<file path="config.mk">
export PLATFORM = sky130hd
export DESIGN_NAME = serial_result_port
export DESIGN_NICKNAME = d
export VERILOG_FILES = /design/src/rtl/srp_pkg.sv /design/src/rtl/srp_ctrl.sv /design/src/rtl/srp_datapath.sv /design/src/rtl/serial_result_port.sv
export SDC_FILE = /design/constraint.sdc
export NUM_CORES = 1
export LEC_CHECK = 0
export BUFFER_PORTS_ARGS = -buffer_cell sky130_fd_sc_hd__buf_2
export CAP_MARGIN = 5
export CORE_UTILIZATION = 50
export CTS_CLUSTER_SIZE = 10
export DETAILED_ROUTE_END_ITERATION = 10
export PLACE_DENSITY = 0.76
export SLEW_MARGIN = 20
export SYNTH_ARGS = -nofsm -noshare
export SYNTH_HDL_FRONTEND = slang
export SYNTH_SLANG_ARGS = --single-unit
</file>
<file path="constraint.sdc">
create_clock -name clk -period 3.5 [get_ports clk]
set_input_delay 0.875 -clock clk [delete_from_list [all_inputs] [get_ports clk]]
set_output_delay 0.875 -clock clk [all_outputs]
set_load 0.05 [all_outputs]
</file>
<file path="src/rtl/srp_pkg.sv">
package srp_pkg;

  // Per-period commands from the sequencer to the datapath.
  typedef struct packed {
    logic capture;    // store loadData in the hold register
    logic loadHold;   // start a transfer from the hold register
    logic loadInput;  // start a transfer straight from loadData
    logic shift;      // present the next bit of the running word
    logic frame;      // frame sync asserted next period
    logic endMark;    // end-of-receive asserted next period
  } srp_strobe_t;

endpackage

</file>
<file path="src/rtl/srp_ctrl.sv">
module srp_ctrl
  import srp_pkg::*;
#(
  parameter int DATA_W = 16
) (
  input  logic        clk,
  input  logic        rst,
  input  logic        loadStrobe,
  input  logic        loadSecondary,
  input  logic        byteMode,
  output srp_strobe_t strobes
);

  localparam int HALF_W = DATA_W / 2;
  localparam int SLOT_W = $clog2(DATA_W + 2);
  // Slot DATA_W is the word-mode end slot and the last byte-mode bit;
  // slot DATA_W+1 is the trailing idle period.
  localparam logic [SLOT_W-1:0] END_SLOT  = SLOT_W'(DATA_W);
  localparam logic [SLOT_W-1:0] IDLE_SLOT = SLOT_W'(DATA_W + 1);
  localparam logic [SLOT_W-1:0] GAP_SLOT  = SLOT_W'(HALF_W);

  logic              busy;
  logic [SLOT_W-1:0] slot;
  logic              curByte;
  logic              curSec;
  logic              pendValid;
  logic              pendSec;

  logic              canStart;
  logic              startNow;
  logic              fromHold;
  logic              captureReq;
  logic              nextBusy;
  logic [SLOT_W-1:0] nextSlot;
  logic              nextByte;
  logic              nextSec;
  logic              nextIsData;
  logic              nextIsEnd;

  always_comb begin
    canStart   = !busy || (slot == IDLE_SLOT);
    startNow   = canStart && (pendValid || loadStrobe);
    fromHold   = startNow && pendValid;
    captureReq = loadStrobe && !(startNow && !pendValid);

    if (startNow) begin
      nextBusy = 1'b1;
      nextSlot = '0;
      nextByte = byteMode;
      nextSec  = fromHold ? pendSec : loadSecondary;
    end else if (busy && (slot != IDLE_SLOT)) begin
      nextBusy = 1'b1;
      nextSlot = slot + 1'b1;
      nextByte = curByte;
      nextSec  = curSec;
    end else begin
      nextBusy = 1'b0;
      nextSlot = '0;
      nextByte = curByte;
      nextSec  = curSec;
    end

    if (nextByte) begin
      nextIsData = (nextSlot < GAP_SLOT) ||
                   ((nextSlot > GAP_SLOT) && (nextSlot <= END_SLOT));
      nextIsEnd  = (nextSlot >= GAP_SLOT) && (nextSlot <= END_SLOT);
    end else begin
      nextIsData = (nextSlot < END_SLOT);
      nextIsEnd  = (nextSlot == END_SLOT);
    end

    strobes.capture   = captureReq;
    strobes.loadHold  = fromHold;
    strobes.loadInput = startNow && !pendValid;
    strobes.shift     = nextBusy && nextIsData && !startNow;
    strobes.frame     = nextBusy && nextIsData;
    strobes.endMark   = nextBusy && nextIsEnd && !nextSec;
  end

  always_ff @(posedge clk) begin
    if (rst) begin
      busy      <= 1'b0;
      slot      <= '0;
      curByte   <= 1'b0;
      curSec    <= 1'b0;
      pendValid <= 1'b0;
      pendSec   <= 1'b0;
    end else begin
      busy    <= nextBusy;
      slot    <= nextSlot;
      curByte <= nextByte;
      curSec  <= nextSec;
      if (captureReq) begin
        pendValid <= 1'b1;
        pendSec   <= loadSecondary;
      end else if (fromHold) begin
        pendValid <= 1'b0;
      end
    end
  end

endmodule

</file>
<file path="src/rtl/srp_datapath.sv">
module srp_datapath
  import srp_pkg::*;
#(
  parameter int DATA_W = 16
) (
  input  logic              clk,
  input  logic              rst,
  input  srp_strobe_t       strobes,
  input  logic [DATA_W-1:0] loadData,
  input  logic              auxSelBit,
  output logic              rxData,
  output logic              rxFrameN,
  output logic              rxEndN,
  output logic              inputSel
);

  logic [DATA_W-1:0] holdWord;
  logic [DATA_W-1:0] shiftReg;

  always_ff @(posedge clk) begin
    if (rst) begin
      holdWord <= '0;
      shiftReg <= '0;
      rxData   <= 1'b1;
      rxFrameN <= 1'b1;
      rxEndN   <= 1'b1;
      inputSel <= 1'b0;
    end else begin
      if (strobes.capture) begin
        holdWord <= loadData;
      end

      if (strobes.loadHold) begin
        rxData   <= holdWord[DATA_W-1];
        shiftReg <= {holdWord[DATA_W-2:0], 1'b0};
      end else if (strobes.loadInput) begin
        rxData   <= loadData[DATA_W-1];
        shiftReg <= {loadData[DATA_W-2:0], 1'b0};
      end else if (strobes.shift) begin
        rxData   <= shiftReg[DATA_W-1];
        shiftReg <= {shiftReg[DATA_W-2:0], 1'b0};
      end else begin
        rxData   <= 1'b1;
      end

      rxFrameN <= !strobes.frame;
      rxEndN   <= !strobes.endMark;
      inputSel <= auxSelBit;
    end
  end

endmodule

</file>
<file path="src/rtl/serial_result_port.sv">
module serial_result_port
  import srp_pkg::*;
#(
  parameter int DATA_W = 16
) (
  input  logic              clk,
  input  logic              rst,
  input  logic              loadStrobe,
  input  logic [DATA_W-1:0] loadData,
  input  logic              loadSecondary,
  input  logic              byteMode,
  input  logic              auxSelBit,
  output logic              rxData,
  output logic              rxFrameN,
  output logic              rxEndN,
  output logic              inputSel
);

  srp_strobe_t strobes;

  srp_ctrl #(.DATA_W(DATA_W)) i_ctrl (
    .clk          (clk),
    .rst          (rst),
    .loadStrobe   (loadStrobe),
    .loadSecondary(loadSecondary),
    .byteMode     (byteMode),
    .strobes      (strobes)
  );

  srp_datapath #(.DATA_W(DATA_W)) i_datapath (
    .clk      (clk),
    .rst      (rst),
    .strobes  (strobes),
    .loadData (loadData),
    .auxSelBit(auxSelBit),
    .rxData   (rxData),
    .rxFrameN (rxFrameN),
    .rxEndN   (rxEndN),
    .inputSel (inputSel)
  );

endmodule

</file>
### Word-level counts from Yosys, hierarchy flattened

Index checks and enable logic that the tools add are counted.

| cells by class | value |
|---|---|
| add/subtract/negate cells | 1 |
| order comparisons | 5 |
| equal/unequal tests | 3 |
| multiplexer cells | 17 |
| reductions and logical operators | 23 |

Operator list:

| kind | number |
|---|---|
| $mux W16 | 3 |
| $mux W1 | 12 |
| $logic_and A1 B1 Y1 | 11 |
| $eq A5 B5 Y1 const B | 2 |
| $mux W5 | 2 |
| $logic_not A1 Y1 | 7 |
| $add A5 B1 Y5 const B | 1 |
| $ge A5 B4 Y1 const B | 1 |
| $gt A5 B4 Y1 const B | 1 |
| $le A5 B5 Y1 const B | 1 |
| $lt A5 B4 Y1 const B | 1 |
| $lt A5 B5 Y1 const B | 1 |
| $ne A5 B5 Y1 const B | 1 |
| $logic_or A1 B1 Y1 | 3 |
| $reduce_bool A3 Y1 | 1 |
| $reduce_bool A2 Y1 | 1 |

| storage, ports and cells | value |
|---|---|
| register bits | 45 |
| bits of input ports | 22 |
| output and inout port bits | 4 |
| logic and storage cells | 61 |

### Logic depth before layout (Yosys ltp)

Gate-level depths: netlist of the first run.

| depth | value |
|---|---|
| depth after elaboration | 13 |
| depth in mapped cells | 10 |
| gate-level depth less buffers | 7 |

### Modules after synthesis

A second synthesis of the first run with hierarchy kept.

| second synthesis, totals | value |
|---|---|
| cell total of the unflattened synthesis | 234 |
| area, all modules | 2098.3 µm² |

Modules (own cells, without submodules):

| module | times used | cells an instance | area each (µm²) | seq. area each (µm²) |
|---|---|---|---|---|
| srp_datapath | 1 | 174 | 1577.8 | 700.7 |
| srp_ctrl | 1 | 60 | 520.5 | 200.2 |

### Worst setup path after synthesis of the first run

No wires, ideal clock.

| path | value |
|---|---|
| kind | register to register |
| start | reg i_ctrl.slot[0] |
| end | reg i_datapath.shiftReg[10] |
| setup time | 0.121 ns |
| arrival | 1.812 ns |
| data required time | 3.379 ns |
| slack | 1.567 ns |
| cell stages (with the launch flop) | 8 |
| buffers on the path | 1 |
| clock period less this slack | 1.933 ns |
| cell sequence | dfxtp_1 ha_1 xnor2_1 nand4_2 nor3b_4 nor2_4 buf_6 mux2_4 |

| between the ends | value |
|---|---|
| longest elaborated chain between the ends | 11 |
| elaborated cells between the ends (all ways) | 26 |
| classes of those cells | add/sub (1); order compare (4); eq/ne (2); mux (8); reduce/logical (11) |

RTL lines:

| element | RTL line | RTL |
|---|---|---|
| start: declaration | srp_ctrl.sv:23 | `logic [SLOT_W-1:0] slot;` |
| start signal: assignment | srp_ctrl.sv:90 | `slot <= nextSlot;` |
| parallel branches: the longest is 11 deep, another holds $add A5 B1 Y5 | - |  |
| end signal: assignment | srp_datapath.sv:35 | `shiftReg <= {holdWord[DATA_W-2:0], 1'b0};` |
| end signal: assignment | srp_datapath.sv:38 | `shiftReg <= {loadData[DATA_W-2:0], 1'b0};` |
| end signal: assignment | srp_datapath.sv:41 | `shiftReg <= {shiftReg[DATA_W-2:0], 1'b0};` |
| end: declaration | srp_datapath.sv:18 | `logic [DATA_W-1:0] shiftReg;` |

Parallel ways; which one is timed is not known.
A chain may end at the register's enable or synchronous reset.

### Worst setup path in the final report of the first run

| path | value |
|---|---|
| start | reg i_ctrl.slot[0] |
| end | reg i_datapath.shiftReg[12] |

The elaborated chain is that of the path after synthesis.

==> impl_metrics.csv, run 1 <==
group,metric,value,unit
run,maxCapViolCount,0,
placed_design,port_buffers,25,
detailed_routing,postRouteAntennaNets,0,
grt,use_met3,4.58,%
grt,grt_max_degree,35,
grt,grt_use_total,20.0,%
placed_design,hpwl,3190,µm
detailed_routing,via_count,1904,
grt,antenna_found_initial,0,
detailed_routing,via_per_inst,5.53,
worst_hold_path,hp-class,"reg2reg",
grt,first_global_vias,1854,
detailed_routing,drc,0,
setup_path,worst-endpoint-arrival,2.66,ns
yosys,synthArstFlopShare,0,%
floorplanning,start_util,52.0,%
clock_tree,cts_buffers,5,
timing,fmax,405,MHz
timing,setup_viol,0,
setup_path,worstPathCellList,"ha_1 -> nand4bb_4 -> nand2_1 -> o2bb2ai_2 -> nor2_4 -> mux2_2",
final_layout,regMostFlops,"i_datapath.holdWord",
floorplanning,ios,26,
detailed_routing,first_iter_violations,91,
detailed_routing,drt_first_pass_iters,4,
yosys,syn_area,2460,µm²
floorplanning,fp-row-count,25,
clock_tree,postCtsSetupBuffers,0,
clock_tree,cts_buffer_depth,2,
yosys,synth_edf_count,0,
timing,drv_slew,0,
yosys,synthFlopType,"dfxtp_1",
floorplanning,dieArea,5200,µm²
grt,grt.met2_usage,33.2,%
power_and_ir_drop,leakage,0.00112,µW
timing,final_hold_viol_count,0,
clock_tree,ctsHoldBuffers,0,
setup_path,worstPathBufferInverterCount,0,
timing,fin_crit,2.47,ns
timing,worst_slew_pin_slew,0.850,ns
timing,period_share,70.6,%
yosys,syn_inst,260,
grt,grt_overflow,0,
clock_tree,cts_tree,"built",
status,status,"finished clean",
power_and_ir_drop,power.density,447,nW/µm²
timing,fin_skew,0.00738,ns
floorplanning,core_area,4720,µm²
grt,met1_usage,25.7,%
clock_tree,ctsResizeCount,0,
yosys,synth_cell_types,43,
timing,rsz0062_at_grt,"no",
final_layout,nFillCells,424,
worst_hold_path,min_from,"i_datapath.holdWord[14]$_SDFFE_PP0P_",
clock_tree,clock_sinks,45,
yosys,synth_nets,284,
setup_path,crit_fanout,23,
final_layout,largest_register_ffs,16,
yosys,avgSynthCellArea,9.45,µm²
timing,finalSetupTns,0,ns
setup_path,cp_slowest_cell,"nand2_1",
final_layout,insertedDiodeCount,0,
placed_design,dp.cells,336,
power_and_ir_drop,ir_worst_vdd,0.200,mV
final_layout,drive_gt1_share,25.3,%
yosys,ys_seq_area_share,36.7,%
detailed_routing,routedWlPerCell,13.9,µm
setup_path,cp-end-kind,"flop",
placed_design,globalplace.congestion,0.818,
final_layout,final_cell_count_no_fill,344,
yosys,synth_seq_cells,45,
floorplanning,die_w,72.1,µm
setup_path,startpoint_type,"flop",
grt,grt.busiest_layer,"met2",
power_and_ir_drop,totalPowerFinal,1200,µW
setup_path,worstPathRequired,3.69,ns
floorplanning,die_y,72.1,µm
final_layout,nets,300,
setup_path,startpoint,"i_ctrl.slot[0]$_SDFF_PP0_",
final_layout,syn_to_final_growth,9.06,%
final_layout,reg_top3,"i_datapath.holdWord x16, i_datapath.shiftReg x15, i_ctrl.slot x5",
detailed_routing,finalWirelength,4790,µm
setup_path,critPathMaxStageDelay,0.48,ns
setup_path,r2r-start,"i_ctrl.slot[0]$_SDFF_PP0_",
setup_path,crit_type,"reg2reg",
clock_tree,cts_root_buffer,"clkbuf_8",
setup_path,path_delay_family,"simple AND/OR/NAND/NOR gates",
timing,slew_headroom,43.3,%
clock_tree,clk_pin_slew,0.08,ns
grt,grt_first_pass_wirelength,8290,µm
clock_tree,insertion_delay,0.30,ns
clock_tree,h-tree-depth,2,
yosys,yosysWarnings,0,
## path summary, 6_finish.rpt
| path | to | slack, ns | depth (start not counted) |
|---|---|---|---|
| hold / removal | i_datapath.holdWord[14]$_SDFFE_PP0P_ | 0.50 | 2 |
| setup reg to reg | i_datapath.shiftReg[12]$_SDFFE_PP0P_ | 1.03 | 6 |
| setup / recovery | i_datapath.shiftReg[12]$_SDFFE_PP0P_ | 1.03 | 6 |
| hold reg to reg | i_datapath.holdWord[14]$_SDFFE_PP0P_ | 0.50 | 2 |
## synth_stat cells (2+ instances only)
master     count  share of area, %
dfxtp_1       45                37
nor2_1        41               6.3
nor3_1        19               3.9
mux2i_1       18               7.3
nand2b_1      16               4.1
nor2b_1       15               3.8
o22ai_1       13               3.3
mux2_4        11               6.7
a2111oi_2     10               6.1
clkbuf_1       8               1.2
nand2_1        8               1.2
buf_2          6               1.2
a21oi_1        5               1.0
a2111oi_0      4               1.4
mux2_2         4               1.8
buf_6          3               1.4
inv_1          3              0.46
nand3_1        3              0.61
o21ai_0        3              0.61
ha_1           2               1.0
## worst min-delay path: stages, from the launching register on
cell     delay, ns
dfxtp_1       0.33
mux2i_1       0.07
nor2_1        0.07
## cells by family (layout without fill, tap and decap cells)
family	count (synthesis)	count (layout)	share of synthesized area, %
AND/OR/NAND/NOR	111	111	24.1
XOR/XNOR	1	1	0.356
multiplexers	33	33	15.9
adder cells (fa/ha/maj)	2	2	1.02
buffers and inverters	24	41	6.16
AO/OA/AOI/OAI	44	44	15.8
flip-flops	45	45	36.7
## final cells by class
type                       count  area [µm²]  area share [%]
clock buffer                   7        86.3            3.22
timing repair buffer          30         163            6.07
tap                           67        83.8            3.13
clock inverter                 1        30.0            1.12
inverter                       3        11.3           0.420
sequential                    45         901            33.6
multi-input combinational    191        1410            52.4
## cell usage in the layout, fill, tap and decap left out, types with 4 or more instances in the layout
cell type	netlist	final
dfxtp_1	45	45
nor2_1	41	41
buf_2	6	25
nor3_1	19	19
mux2i_1	18	18
nand2b_1	16	16
nor2b_1	15	15
o22ai_1	13	13
mux2_4	11	11
a2111oi_2	10	10
nand2_1	8	8
clkbuf_8	0	6
a21oi_1	5	5
buf_4	1	5
a2111oi_0	4	4
mux2_2	4	4
## per-layer routing
layer	share of wire, %	vias to the layer above	wire length (µm)
met5	0	-	0
met4	1.0	0	48
met3	2.9	7	139
met2	48	25	2310
met1	48	914	2290
li1	-	958	-
## where the power goes
group          internal (µW)  leakage, µW  switching (µW)
Clock                    233    0.0000585             176
Combinational            102     0.000692             116
Sequential               548     0.000369            25.0
## per-stage QoR
| stage | util (%) | setup WS (ns) | hold slack, ns | cell area (µm²) |
|---|---|---|---|---|
| after floorplan | - | 1.57 | 0.457 | 2460 |
| after global placement | 54.3 | 1.02 | 0.477 | 2560 |
| after detailed placement | 54.3 | 0.996 | 0.487 | 2560 |
| after CTS | 56.7 | 1.03 | 0.507 | 2680 |
| after global routing | 56.7 | 0.855 | 0.533 | 2680 |
| final | 56.7 | 1.03 | 0.502 | 2680 |
Note: power is estimated with default switching activity, not from simulation.
==> run 2: changes to the inputs <==
clock period = 2.3 ns   (was 3.5 ns; I/O delays follow)
==> run 2 against run 1 <==
Die area unchanged. Sequential power up 52%. First-iteration DRC count up 15%. Critical path type unchanged. Critical endpoint is now i_datapath.shiftReg[10]$_SDFFE_PP0P_.
==> impl_metrics.csv, run 2 (synthesized netlist as in run 1, its figures left out) <==
group,metric,value,unit
status,status,"finished clean",
clock_tree,h-tree-depth,2,
timing,fin_skew,0.00402,ns
floorplanning,fp-row-count,25,
floorplanning,die_w,72.1,µm
timing,setup_viol,0,
final_layout,syn_to_final_growth,11.6,%
setup_path,startpoint_type,"flop",
grt,first_global_vias,1805,
detailed_routing,via_count,1938,
final_layout,nFillCells,431,
placed_design,dp.cells,346,
clock_tree,cts_buffers,5,
detailed_routing,drt_first_pass_iters,4,
timing,period_share,91.0,%
setup_path,cp-end-kind,"flop",
setup_path,crit_fanout,25,
setup_path,worstPathCellList,"ha_1 -> nand4bb_4 -> and2_4 -> buf_4 -> o22ai_1 -> a2111oi_2 -> mux2_4",
floorplanning,dieArea,5200,µm²
timing,worst_slew_pin_slew,0.459,ns
clock_tree,clk_pin_slew,0.08,ns
timing,fin_ws,0.208,ns
grt,antenna_found_initial,0,
setup_path,worst-endpoint-arrival,2.34,ns
power_and_ir_drop,leakage,0.00115,µW
floorplanning,start_util,52.0,%
final_layout,final_common_cell,"dfxtp_1",
setup_path,worstPathBufferInverterCount,1,
timing,finalSetupTns,0,ns
setup_path,cp_slowest_cell,"a2111oi_2",
timing,fmax,478,MHz
clock_tree,cts_tree,"built",
setup_path,crit_type,"reg2reg",
clock_tree,cts_buffer_depth,2,
final_layout,regMostFlops,"i_datapath.holdWord",
placed_design,port_buffers,25,
final_layout,final_cell_mix,"45 x dfxtp_1, 41 x nor2_1, 25 x buf_2, 19 x nor3_1, 18 x mux2i_1",
final_layout,stdcell_area,2740,µm²
timing,rsz0062_at_grt,"no",
clock_tree,ctsResizeCount,0,
setup_path,worstPathRequired,2.54,ns
final_layout,largest_register_ffs,16,
detailed_routing,finalWirelength,4990,µm
worst_hold_path,hp-class,"in2reg",
floorplanning,die_y,72.1,µm
detailed_routing,postRouteAntennaNets,0,
timing,fin_crit,2.09,ns
clock_tree,ctsHoldBuffers,0,
grt,grt_first_pass_wirelength,8400,µm
clock_tree,clock_sinks,45,
final_layout,insertedDiodeCount,0,
detailed_routing,via_per_inst,5.47,
placed_design,globalplace.congestion,0.786,
grt,grt_max_degree,26,
run,maxCapViolCount,0,
clock_tree,postCtsSetupBuffers,0,
final_layout,nets,310,
clock_tree,cts_root_buffer,"clkbuf_8",
final_layout,drive_gt1_share,27.9,%
placed_design,pre_cts_slack,0.198,ns
final_layout,final_cell_count_no_fill,354,
timing,drv_slew,0,
floorplanning,core_area,4720,µm²
setup_path,path_delay_family,"compound AO/OA/AOI/OAI gates",
timing,final_hold_viol_count,0,
power_and_ir_drop,ir_worst_vdd,0.314,mV
grt,grt_overflow,0,
final_layout,reg_top3,"i_datapath.holdWord x16, i_datapath.shiftReg x15, i_ctrl.slot x5",
placed_design,place_area,2650,µm²
grt,grt_use_total,20.4,%
power_and_ir_drop,power.density,618,nW/µm²
detailed_routing,drc,0,
floorplanning,ios,26,
detailed_routing,routedWlPerCell,14.1,µm
clock_tree,insertion_delay,0.29,ns
setup_path,critPathMaxStageDelay,0.40,ns
detailed_routing,first_iter_violations,105,
placed_design,hpwl,3440,µm
timing,slew_headroom,68.6,%
==> run 2: cell types whose count changed in the layout (fill, tap and decap cells not counted) <==
cell       previous run  this run
buf_12                0         1
buf_4                 5        14
bufinv_16             1         0
clkbuf_1              1         3
clkbuf_8              6         5
nand2_1               8         7
nand2_2               0         1
xnor2_1               1         0
xnor2_2               0         1
==> run 2: area by class of cell <==
| class | count | area (µm²) | share of cell area, % |
|---|---|---|---|
| Timing Repair Buffer | 40 | 250 | 9.13 |
| Multi-Input combinational cell | 191 | 1420 | 51.6 |
| Inverter | 3 | 11.3 | 0.411 |
| Clock buffer | 8 | 80.1 | 2.92 |
| Sequential cell | 45 | 901 | 32.9 |
| Tap cell | 67 | 83.8 | 3.06 |
==> run 2: worst paths after layout <==
| path | start | end | slack [ns] | depth (start not counted) |
|---|---|---|---|---|
| worst max register to register | i_ctrl.slot[0]$_SDFF_PP0_ | i_datapath.shiftReg[10]$_SDFFE_PP0P_ | 0.21 | 7 |
| worst min register to register | i_datapath.holdWord[14]$_SDFFE_PP0P_ | i_datapath.holdWord[14]$_SDFFE_PP0P_ | 0.50 | 2 |
| worst max-delay path | i_ctrl.slot[0]$_SDFF_PP0_ | i_datapath.shiftReg[10]$_SDFFE_PP0P_ | 0.21 | 7 |
| worst min-delay path | auxSelBit | i_datapath.inputSel$_SDFF_PP0_ | 0.50 | 2 |
==> run 2: layer usage <==
layer,vias to the layer above,share of wire [%],global-route usage [%]
li1,977,-,-
met1,926,49,27.3
met2,30,47,33.1
met3,5,3.1,4.86
met4,0,0.72,5.45
met5,-,0,0
==> run 2: power by group <==
part	internal, µW	leakage [µW]	switching, µW
clock	216	0.0000395	250
sequential	833	0.000369	38.2
combinational	172	0.000745	183
total	1220	0.00115	472
==> run 2: worst register-to-register path, cell delays in order (launching register included) <==
cell and delay (ns):
dfxtp_1 0.38, ha_1 0.28, nand4bb_4 0.12, and2_4 0.32
buf_4 0.23, o22ai_1 0.10, a2111oi_2 0.40, mux2_4 0.21
==> run 2: per-stage QoR <==
stage	total power, µW	hold slack, ns	utilization (%)
floorplan	1160	0.457	-
global placement	1230	0.481	56.1
detailed placement	1240	0.491	56.1
CTS	1710	0.492	57.8
global route	1790	0.490	58.0
finish	1690	0.496	58.0
==> run 3: changes to the inputs <==
ABC_AREA = 1   (was unset)
BUFFER_PORTS_ARGS = unset   (was -buffer_cell sky130_fd_sc_hd__buf_2)
CORE_MARGIN = 2   (was unset)
DONT_BUFFER_PORTS = 1   (was unset)
PLACE_DENSITY = 0.71   (was 0.76)
==> run 3 against run 2 <==
Critical path depth up 5. Via count increased by 6.7%. Die area grew 1.9%. Highest routed layer unchanged. Design area shrank 9.9%. Synthesized cell count up 38%. Largest power group unchanged. Critical path type unchanged. Global-route usage rose by 0.12 points. Power rose by 8.8%. Count of clock-buffer cells in the layout is 1 lower. Clock power rose by 32%.
==> impl_metrics.csv, run 3 <==
group,metric,value,unit
grt,grt_overflow,0,
final_layout,insertedDiodeCount,0,
floorplanning,start_util,51.1,%
grt,grt_max_degree,27,
setup_path,reg2reg_depth,12,
timing,fin_crit,2.12,ns
floorplanning,die_w,72.8,µm
floorplanning,ios,26,
worst_hold_path,min_from,"rst",
final_layout,nFillCells,473,
grt,antenna_found_initial,0,
timing,finalSetupTns,0,ns
final_layout,multi_input_area,1160,µm²
setup_path,cp-end-kind,"flop",
timing,rsz0062_at_grt,"no",
detailed_routing,via_per_inst,5.09,
placed_design,globalplace.congestion,0.853,
clock_tree,clock_sinks,45,
floorplanning,die_y,72.8,µm
worst_hold_path,holdPathStages,1,
final_layout,final_common_cell,"nand2_1",
setup_path,crit_fanout,26,
yosys,synth_cell_types,28,
clock_tree,insertion_delay,0.30,ns
yosys,syn_area,2360,µm²
final_layout,nets,375,
yosys,synth_top_area_share,38.1,%
yosys,ys_seq_area_share,38.1,%
yosys,synth.most_common_cell,"nand2_1",
worst_hold_path,hp-class,"in2reg",
yosys,avgSynthCellArea,6.61,µm²
detailed_routing,postRouteAntennaNets,0,
timing,fin_skew,0.00563,ns
clock_tree,cts_root_buffer,"clkbuf_8",
clock_tree,h-tree-depth,2,
yosys,synthArstFlopShare,0,%
yosys,synth_edf_count,0,
clock_tree,postCtsSetupBuffers,0,
floorplanning,core_area,4630,µm²
final_layout,regArea,901,µm²
clock_tree,clk_pin_slew,0.08,ns
setup_path,timing.rr.end,"i_datapath.rxEndN$_SDFF_PP1_",
yosys,yosysWarnings,0,
yosys,ys_top_cells_by_area,"dfxtp_1 38%, nand2_1 13%, nor2_1 9.0%",
timing,worst_slew_pin_slew,0.502,ns
worst_hold_path,worstHoldEndpoint,"i_ctrl.pendValid$_SDFFE_PP0P_",
power_and_ir_drop,totalPowerFinal,1840,µW
clock_tree,ctsResizeCount,0,
clock_tree,cts_buffer_depth,2,
yosys,netlist.top_cell.by_area,"dfxtp_1",
detailed_routing,first_iter_violations,184,
final_layout,final_cell_mix,"80 x nand2_1, 57 x nor2_1, 47 x inv_1, 45 x dfxtp_1, 38 x nand3_1",
setup_path,worstPathRequired,2.48,ns
yosys,synth_commonest_cells,"81 x nand2_1, 57 x nor2_1, 47 x inv_1, 45 x dfxtp_1, 38 x nand3_1",
timing,setup_viol,0,
detailed_routing,via_count,2068,
final_layout,reg_top3,"i_datapath.holdWord x16, i_datapath.shiftReg x15, i_ctrl.slot x5",
grt,grt_first_pass_wirelength,8520,µm
setup_path,r2r-start,"i_ctrl.slot[1]$_SDFF_PP0_",
power_and_ir_drop,power.density,746,nW/µm²
clock_tree,ctsHoldBuffers,0,
detailed_routing,drc,0,
clock_tree,cts_buffers,5,
placed_design,pre_cts_slack,0.205,ns
setup_path,worst-endpoint-arrival,2.30,ns
yosys,synth_nets,382,
power_and_ir_drop,ir_worst_vdd,0.367,mV
final_layout,largest_register_ffs,16,
floorplanning,fp-row-count,25,
status,status,"finished clean",
setup_path,reg2reg_slack,0.18,ns
final_layout,syn_to_final_growth,4.39,%
power_and_ir_drop,leakage,0.00123,µW
placed_design,hpwl,3350,µm
setup_path,startpoint_type,"flop",
detailed_routing,routedWlPerCell,12.2,µm
timing,slew_headroom,66.5,%
floorplanning,dieArea,5300,µm²
setup_path,cpMostUsedCell,"inv_1",
final_layout,drive_gt1_share,9.09,%
timing,final_hold_viol_count,0,
setup_path,cp_slowest_cell,"nand2_2",
clock_tree,cts_tree,"built",
setup_path,critPathMaxStageDelay,0.39,ns
grt,grt_use_total,20.6,%
setup_path,worstPathCellList,"inv_1 -> ha_1 -> nand2_1 -> inv_1 -> nand2_2 -> nand2_4 -> nand2_2 -> inv_1 -> nor2_1 -> nor2_1 -> a21oi_1 -> nand3_1",
timing,period_share,92.0,%
detailed_routing,drt_first_pass_iters,4,
detailed_routing,finalWirelength,4960,µm
timing,fin_ws,0.184,ns
grt,first_global_vias,1916,
yosys,synthFlopType,"dfxtp_1",
yosys,synth_seq_cells,45,
final_layout,regMostFlops,"i_datapath.holdWord",
timing,drv_slew,0,
run,maxCapViolCount,0,
placed_design,port_buffers,0,
setup_path,crit_type,"reg2reg",
yosys,syn_inst,358,
timing,fmax,473,MHz
[run 3: changes by cell type after synthesis, sizes merged, moves of 15 or more]
cell | previous run | this run
mux2 | 15 | 0
inv | 3 | 50
nor2 | 42 | 58
nand3 | 3 | 41
nor2b | 15 | 0
o21ai | 4 | 19
mux2i | 18 | 0
nand2 | 8 | 87
nor3 | 19 | 0
nand2b | 16 | 0
[run 3: per-stage QoR]
step | cells | area (µm²) | utilization (%) | hold WS (ns)
after floorplan | 358 | 2360 | - | 0.430
after detailed placement | 398 | 2350 | 50.8 | 0.448
after global routing | 406 | 2470 | 53.3 | 0.328
after CTS | 406 | 2470 | 53.3 | 0.330
final | 406 | 2470 | 53.3 | 0.340
after global placement | 398 | 2350 | 50.8 | 0.448
[run 3: routing by layer]
layer | share of wire (%) | GRT usage, % | up-vias
met5 | 0 | 0 | -
met4 | 1.3 | 7.20 | 0
met3 | 5.5 | 5.39 | 6
met2 | 46 | 32.5 | 53
met1 | 47 | 27.2 | 907
li1 | - | - | 1102
[run 3: cell families after synthesis]
group                      count (synthesis)  share of synthesized area [%]
AOI/OAI and AO/OA                         29                           6.93
DFF                                       45                           38.1
adders and majority gates                  2                           1.06
buffers and inverters                     69                           12.9
and+or+nand+nor                          213                           41.1
[run 3: cell type report]
| cell class | count | area share [%] |
|---|---|---|
| clock buffer | 7 | 3.50 |
| multi-input combinational | 244 | 47.1 |
| timing repair buffer | 4 | 1.22 |
| tap | 54 | 2.74 |
| clock inverter | 1 | 1.22 |
| inverter | 51 | 7.75 |
| sequential | 45 | 36.5 |
[run 3: critical path, delay by kind of cell (launching register included)]
kind	cells	cell delay, ns
DFF	1	0.38
AOI/OAI and AO/OA	1	0.16
adders and majority gates	1	0.18
buffers and inverters	3	0.32
and+or+nand+nor	7	0.96
[run 3: where the power goes]
group          switching [µW]  internal (µW)  total, µW
combinational             206            119        325
sequential               51.1            851        902
clock                     261            354        615
[run 3: worst max path at each step]
stage,from,endpoint,depth (start not counted)
after floorplan,loadStrobe,i_datapath.rxData$_SDFF_PP1_,12
after global placement,i_ctrl.slot[0]$_SDFF_PP0_,i_datapath.holdWord[0]$_SDFFE_PP0P_,10
after detailed placement,i_ctrl.slot[1]$_SDFF_PP0_,i_datapath.rxEndN$_SDFF_PP1_,12
after CTS,i_ctrl.slot[1]$_SDFF_PP0_,i_datapath.rxEndN$_SDFF_PP1_,12
after global routing,i_ctrl.slot[0]$_SDFF_PP0_,i_datapath.shiftReg[15]$_SDFFE_PP0P_,12
final,i_ctrl.slot[1]$_SDFF_PP0_,i_datapath.rxEndN$_SDFF_PP1_,12
